**src/rtl/i2c_cond_pkg.sv**
```systemverilog
package i2c_cond_pkg;
  localparam int unsigned AW      = 1;
  localparam int unsigned DW      = 8;
  localparam int unsigned FW      = 4;
  localparam logic [AW-1:0] CFG_ADDR  = 1'b0;
  localparam logic [AW-1:0] STAT_ADDR = 1'b1;
  localparam int unsigned B_START = 0;
  localparam int unsigned B_STOP  = 1;
  localparam int unsigned B_PEND  = 2;
  localparam int unsigned B_IE    = FW;
  localparam int unsigned B_HOLD  = FW + 1;
  localparam int unsigned L_SCL   = 1;
  localparam int unsigned L_SDA   = 0;
endpackage

```
**src/rtl/line_sync.sv**
```systemverilog
module line_sync #(
  parameter int unsigned W = 2,
  parameter logic [W-1:0] RST_VAL = '1
) (
  input  logic         clk,
  input  logic         rst,
  input  logic [W-1:0] din,
  output logic [W-1:0] dout
);
  logic [W-1:0] stage1;

  always_ff @(posedge clk) begin
    if (rst) begin
      stage1 <= RST_VAL;
      dout   <= RST_VAL;
    end else begin
      stage1 <= din;
      dout   <= stage1;
    end
  end
endmodule

```
**src/rtl/glitch_filter.sv**
```systemverilog
module glitch_filter #(
  parameter int unsigned FW = 4,
  parameter logic RST_VAL = 1'b1
) (
  input  logic          clk,
  input  logic          rst,
  input  logic [FW-1:0] factor,
  input  logic          din,
  output logic          dout
);
  logic [FW-1:0] run_cnt;

  always_ff @(posedge clk) begin
    if (rst) begin
      dout    <= RST_VAL;
      run_cnt <= '0;
    end else if (din == dout) begin
      run_cnt <= '0;
    end else if (run_cnt == factor) begin
      dout    <= din;
      run_cnt <= '0;
    end else begin
      run_cnt <= run_cnt + 1'b1;
    end
  end
endmodule

```
**src/rtl/bus_cond.sv**
```systemverilog
module bus_cond (
  input  logic clk,
  input  logic rst,
  input  logic scl_f,
  input  logic sda_f,
  output logic start_p,
  output logic stop_p,
  output logic busy
);
  logic scl_q, sda_q;

  assign start_p = scl_f & scl_q &  sda_q & ~sda_f;
  assign stop_p  = scl_f & scl_q & ~sda_q &  sda_f;

  always_ff @(posedge clk) begin
    if (rst) begin
      scl_q <= 1'b1;
      sda_q <= 1'b1;
      busy  <= 1'b0;
    end else begin
      scl_q <= scl_f;
      sda_q <= sda_f;
      if (start_p)     busy <= 1'b1;
      else if (stop_p) busy <= 1'b0;
    end
  end
endmodule

```
**src/rtl/i2c_cond_detect.sv**
```systemverilog
module i2c_cond_detect
  import i2c_cond_pkg::*;
(
  input  logic          clk,
  input  logic          rst,
  input  logic          wr_en,
  input  logic [AW-1:0] wr_addr,
  input  logic [DW-1:0] wr_data,
  input  logic [AW-1:0] rd_addr,
  output logic [DW-1:0] rd_data,
  input  logic          scl_in,
  input  logic          sda_in,
  input  logic          stop_req,
  output logic          irq,
  output logic          stop_hold
);
  localparam int unsigned NL = 2;

  logic [NL-1:0] raw, synced, filt;
  logic [FW-1:0] factor;
  logic          det_ie, hold_en;
  logic          start_flag, stop_flag, pending;
  logic          start_p, stop_p, busy;
  logic          w_cfg, w_stat;

  assign raw[L_SCL] = scl_in;
  assign raw[L_SDA] = sda_in;

  line_sync #(.W(NL), .RST_VAL({NL{1'b1}})) u_sync (
    .clk(clk), .rst(rst), .din(raw), .dout(synced)
  );

  for (genvar i = 0; i < NL; i++) begin : g_filt
    glitch_filter #(.FW(FW), .RST_VAL(1'b1)) u_filt (
      .clk(clk), .rst(rst), .factor(factor), .din(synced[i]), .dout(filt[i])
    );
  end

  bus_cond u_cond (
    .clk(clk), .rst(rst), .scl_f(filt[L_SCL]), .sda_f(filt[L_SDA]),
    .start_p(start_p), .stop_p(stop_p), .busy(busy)
  );

  assign w_cfg  = wr_en && (wr_addr == CFG_ADDR);
  assign w_stat = wr_en && (wr_addr == STAT_ADDR);
  assign irq    = pending;

  always_ff @(posedge clk) begin
    if (rst) begin
      factor     <= '0;
      det_ie     <= 1'b0;
      hold_en    <= 1'b0;
      start_flag <= 1'b0;
      stop_flag  <= 1'b0;
      pending    <= 1'b0;
      stop_hold  <= 1'b0;
      rd_data    <= '0;
    end else begin
      if (w_cfg) begin
        factor  <= wr_data[FW-1:0];
        det_ie  <= wr_data[B_IE];
        hold_en <= wr_data[B_HOLD];
      end
      start_flag <= start_p | (start_flag & ~(w_stat & wr_data[B_START]));
      stop_flag  <= stop_p  | (stop_flag  & ~(w_stat & wr_data[B_STOP]));
      pending    <= (det_ie & (start_flag | stop_flag))
                  | (pending & ~(w_stat & wr_data[B_PEND]));
      stop_hold  <= stop_req & hold_en & busy;
      rd_data    <= '0;
      if (rd_addr == CFG_ADDR) begin
        rd_data[FW-1:0] <= factor;
        rd_data[B_IE]   <= det_ie;
        rd_data[B_HOLD] <= hold_en;
      end else begin
        rd_data[B_START] <= start_flag;
        rd_data[B_STOP]  <= stop_flag;
        rd_data[B_PEND]  <= pending;
      end
    end
  end
endmodule

```
**config.mk**
```make
export PLATFORM = sky130hd
export DESIGN_NAME = i2c_cond_detect
export DESIGN_NICKNAME = d
export VERILOG_FILES = /design/src/rtl/i2c_cond_pkg.sv /design/src/rtl/line_sync.sv /design/src/rtl/glitch_filter.sv /design/src/rtl/bus_cond.sv /design/src/rtl/i2c_cond_detect.sv
export SDC_FILE = /design/constraint.sdc
export NUM_CORES = 1
export LEC_CHECK = 0
export ABC_AREA = 1
export ABC_CLOCK_PERIOD_IN_PS = 2400
export BUFFER_PORTS_ARGS = -buffer_cell sky130_fd_sc_hd__buf_2
export CORE_MARGIN = 1
export CORE_UTILIZATION = 56
export DETAILED_ROUTE_END_ITERATION = 10
export PLACE_DENSITY = 0.81
export REMOVE_ABC_BUFFERS = 1
export SYNTH_ARGS = -nofsm -noshare
export SYNTH_HDL_FRONTEND = slang
export SYNTH_SLANG_ARGS = --single-unit
```
**constraint.sdc**
```tcl
create_clock -name clk -period 2.4 [get_ports clk]
set_input_delay 0.36 -clock clk [delete_from_list [all_inputs] [get_ports clk]]
set_output_delay 0.36 -clock clk [all_outputs]
set_load 0.02 [all_outputs]
```
==> results.txt <==
crit-path max FO = 3
Critical Path, Cell by Cell = buf_2
clock latency on the worst-skew pair = 0.34 ns
share of the synthesized area in the top cell type = 51.2%
CP Class = reg -> out
vias in the first global route = 1002
Seq/Total Area, Yosys = 51.2%
starting density of the core = 58.9%
reg2reg start = g_filt[1].u_filt.run_cnt[0]$_SDFF_PP0_
Synth area leader = dfxtp_1
Worst path depth = 1
per-cell routed wire length = 10.9 um
fraction of registers with async set or reset after synthesis = 0%
Max Cap Viol = 0
Synth Area in Compound Gates = 10.5%
Netlist cell types = 19
Setup Total Neg Slack = 0 ns
most frequent cell after synthesis = nand2_1
routed via count = 1050
DR pass1 iterations = 6
clk root buf = clkbuf_4
Sequential Power Share = 59.0%
Post-synth EDFFs = 0
Post-CTS Setup Inserts = 0
antenna fix cells = 0
worst hold path class = in -> reg
fin crit share = 50.9%
CTS tree = yes
clk slew on worst S/H paths = 0.09 ns
Synth Flop Type = dfxtp_1
post-detail-place hpwl = 1.71 mm
Final Slew Violations = 0
adder-cell share of the synthesized area = 1.94%
chip height = 50.0 um
area delta synth->final = 12.4%
setup violators final = 0
# rows = 17
cts hold-fix bufs = 0
Port-buffer cells = 21
H-tree Lvls = 2
syn_area_per_cell = 7.82 um^2
I/O Pins = 26
synth cell count leaders = nand2_1 (35), dfxtp_1 (33), inv_1 (19)
worst hold start = scl_in
vias per cell = 4.82
CP top delay family = flip-flops
GP Congestion = 0.783
multiplexer area fraction after synthesis = 0%
Fin. Hold Viols = 0
sw frac = 27.4%
post-synthesis simple-gate area fraction = 24.5%
crit-path max cell delay = 0.36 ns
Critical path origin = irq$_SDFF_PP0_
gr usage total = 22.6%
layout cell share with drive strength beyond 1 = 22.6%
Pleak = 0.660 nW
reg2reg path depth = 7
WHS Path Cells = 2
initial drt markers = 22
Die Wd = 50.0 um
global route overflow = 0
nets = 207
startpoint types = flip-flop
initial antenna violation count = 0
Clock Skew = 0.00508 ns
Num CTS Buffers = 5
Combinational Power Share = 12.2%
cell area power density = 699 nW/um^2
DRT Wirelength = 2.38 mm
antenna-violating nets left = 0
Max VDD drop = 528 uV
Seq. cell area = 661 um^2
Worst setup EP type = primary output
area of the multi-input gates = 519 um^2
core area = 2190 um^2
Synth Instances = 165
CP max stage cell = dfxtp_1
Final Critical Period = 1.22 ns
cts repair resizes = 0
drc violations = 0
Sw Pwr = 0.278 mW
CP Buf/Inv Count = 1
max frequency = 0.819 GHz
synthesized cell area = 1290 um^2
status = finished, final reports clean
Fillers = 196
synth warn = 0
Clock Sinks = 33
largest net degree at the start of global routing = 16
total power = 1.01 mW
first-pass GRT wire length = 4.08 mm
cell-internal power = 0.736 mW
RSZ-0062 raised after global routing = no
CP Data Required Time = 2.04 ns
#FFs+latches synth = 33
crit path DAT = 0.86 ns
largest family of logic cells by synthesized area = simple AND/OR/NAND/NOR gates
ranking of synthesized cells by area = dfxtp_1 (51%), nand2_1 (10%), a21oi_1 (5.8%), inv_1 (5.5%), o21ai_0 (4.7%)
Die ar. = 2500 um^2
power share of the clock group = 28.8%
xor-xnor portion of the synthesized cell area = 2.72%
Clock Path Buffers = 2
## power groups by stage
stage	logic [mW]	clock network, mW	registers, mW
4_1_cts	0.124	0.301	0.599
3_5_place_dp	0.122	0	0.611
5_1_grt	0.142	0.326	0.603
3_3_place_gp	0.117	0	0.610
2_1_floorplan	0.0814	0	0.612
6_report	0.123	0.292	0.598
## kinds of logic after synthesis
logic type      count (synthesis)
simple gates                   72
flops                          33
compound gates                 27
buf+inv                        26
xor+xnor                        4
fa+ha+maj                       2
other cells                     1
## layout make-up
type,instances,share of cell area (%)
Sequential cell,33,45.6
Clock inverter,2,0.690
Inverter,21,5.44
Clock buffer,6,2.85
Timing Repair Buffer,21,7.25
Tap cell,28,2.42
Multi-Input combinational cell,107,35.8
## layout by cell type (no fill, tap or decap), drive strengths merged
master  synthesis  final
dfxtp          33     33
clkbuf          1      6
nor2           17     17
clkinv          0      2
nand2          39     39
o21ai          12     12
xor2            2      2
xnor2           2      2
a21oi          15     15
or2             5      5
nand3          11     11
conb            1      2
ha              2      2
inv            21     21
buf             4     21
## per-layer routing
layer	vias up	wire (um)	global-route usage, %
li1	559	-	-
met1	460	1010	24.2
met2	25	1210	38.7
met3	6	109	8.33
met4	0	44	10.5
met5	-	0	0
## path summary, 6_finish.rpt
check	end	slack, ns
max reg2reg	g_filt[1].u_filt.dout$_SDFFE_PP1P_	1.34
max	irq	1.18
min	u_sync.stage1[1]$_SDFF_PP1_	0.20
min reg2reg	u_sync.dout[0]$_SDFF_PP1_	0.43
## registers in the layout (all words and copies together) (netlist names)
name and count:
det_ie 1, factor 4, g_filt.u_filt.dout 2, g_filt.u_filt.run_cnt 8, hold_en 1, irq 1, rd_data 6, start_flag 1
stop_flag 1, stop_hold 1, u_cond.busy 1, u_cond.scl_q 1, u_cond.sda_q 1, u_sync.dout 2, u_sync.stage1 2
## per-stage QoR
stage | worst slack, ns | hold slack [ns] | util (%) | area (um^2) | cells
2_1_floorplan | 1.38 | 0.389 | - | 1260 | 161
3_3_place_gp | 1.06 | 0.394 | 63.8 | 1400 | 210
3_5_place_dp | 1.01 | 0.406 | 63.8 | 1400 | 210
4_1_cts | 1.17 | 0.191 | 66.2 | 1450 | 218
5_1_grt | 1.11 | 0.193 | 66.2 | 1450 | 218
6_report | 1.18 | 0.201 | 66.2 | 1450 | 218
Note: power is estimated with default switching activity, not from simulation.
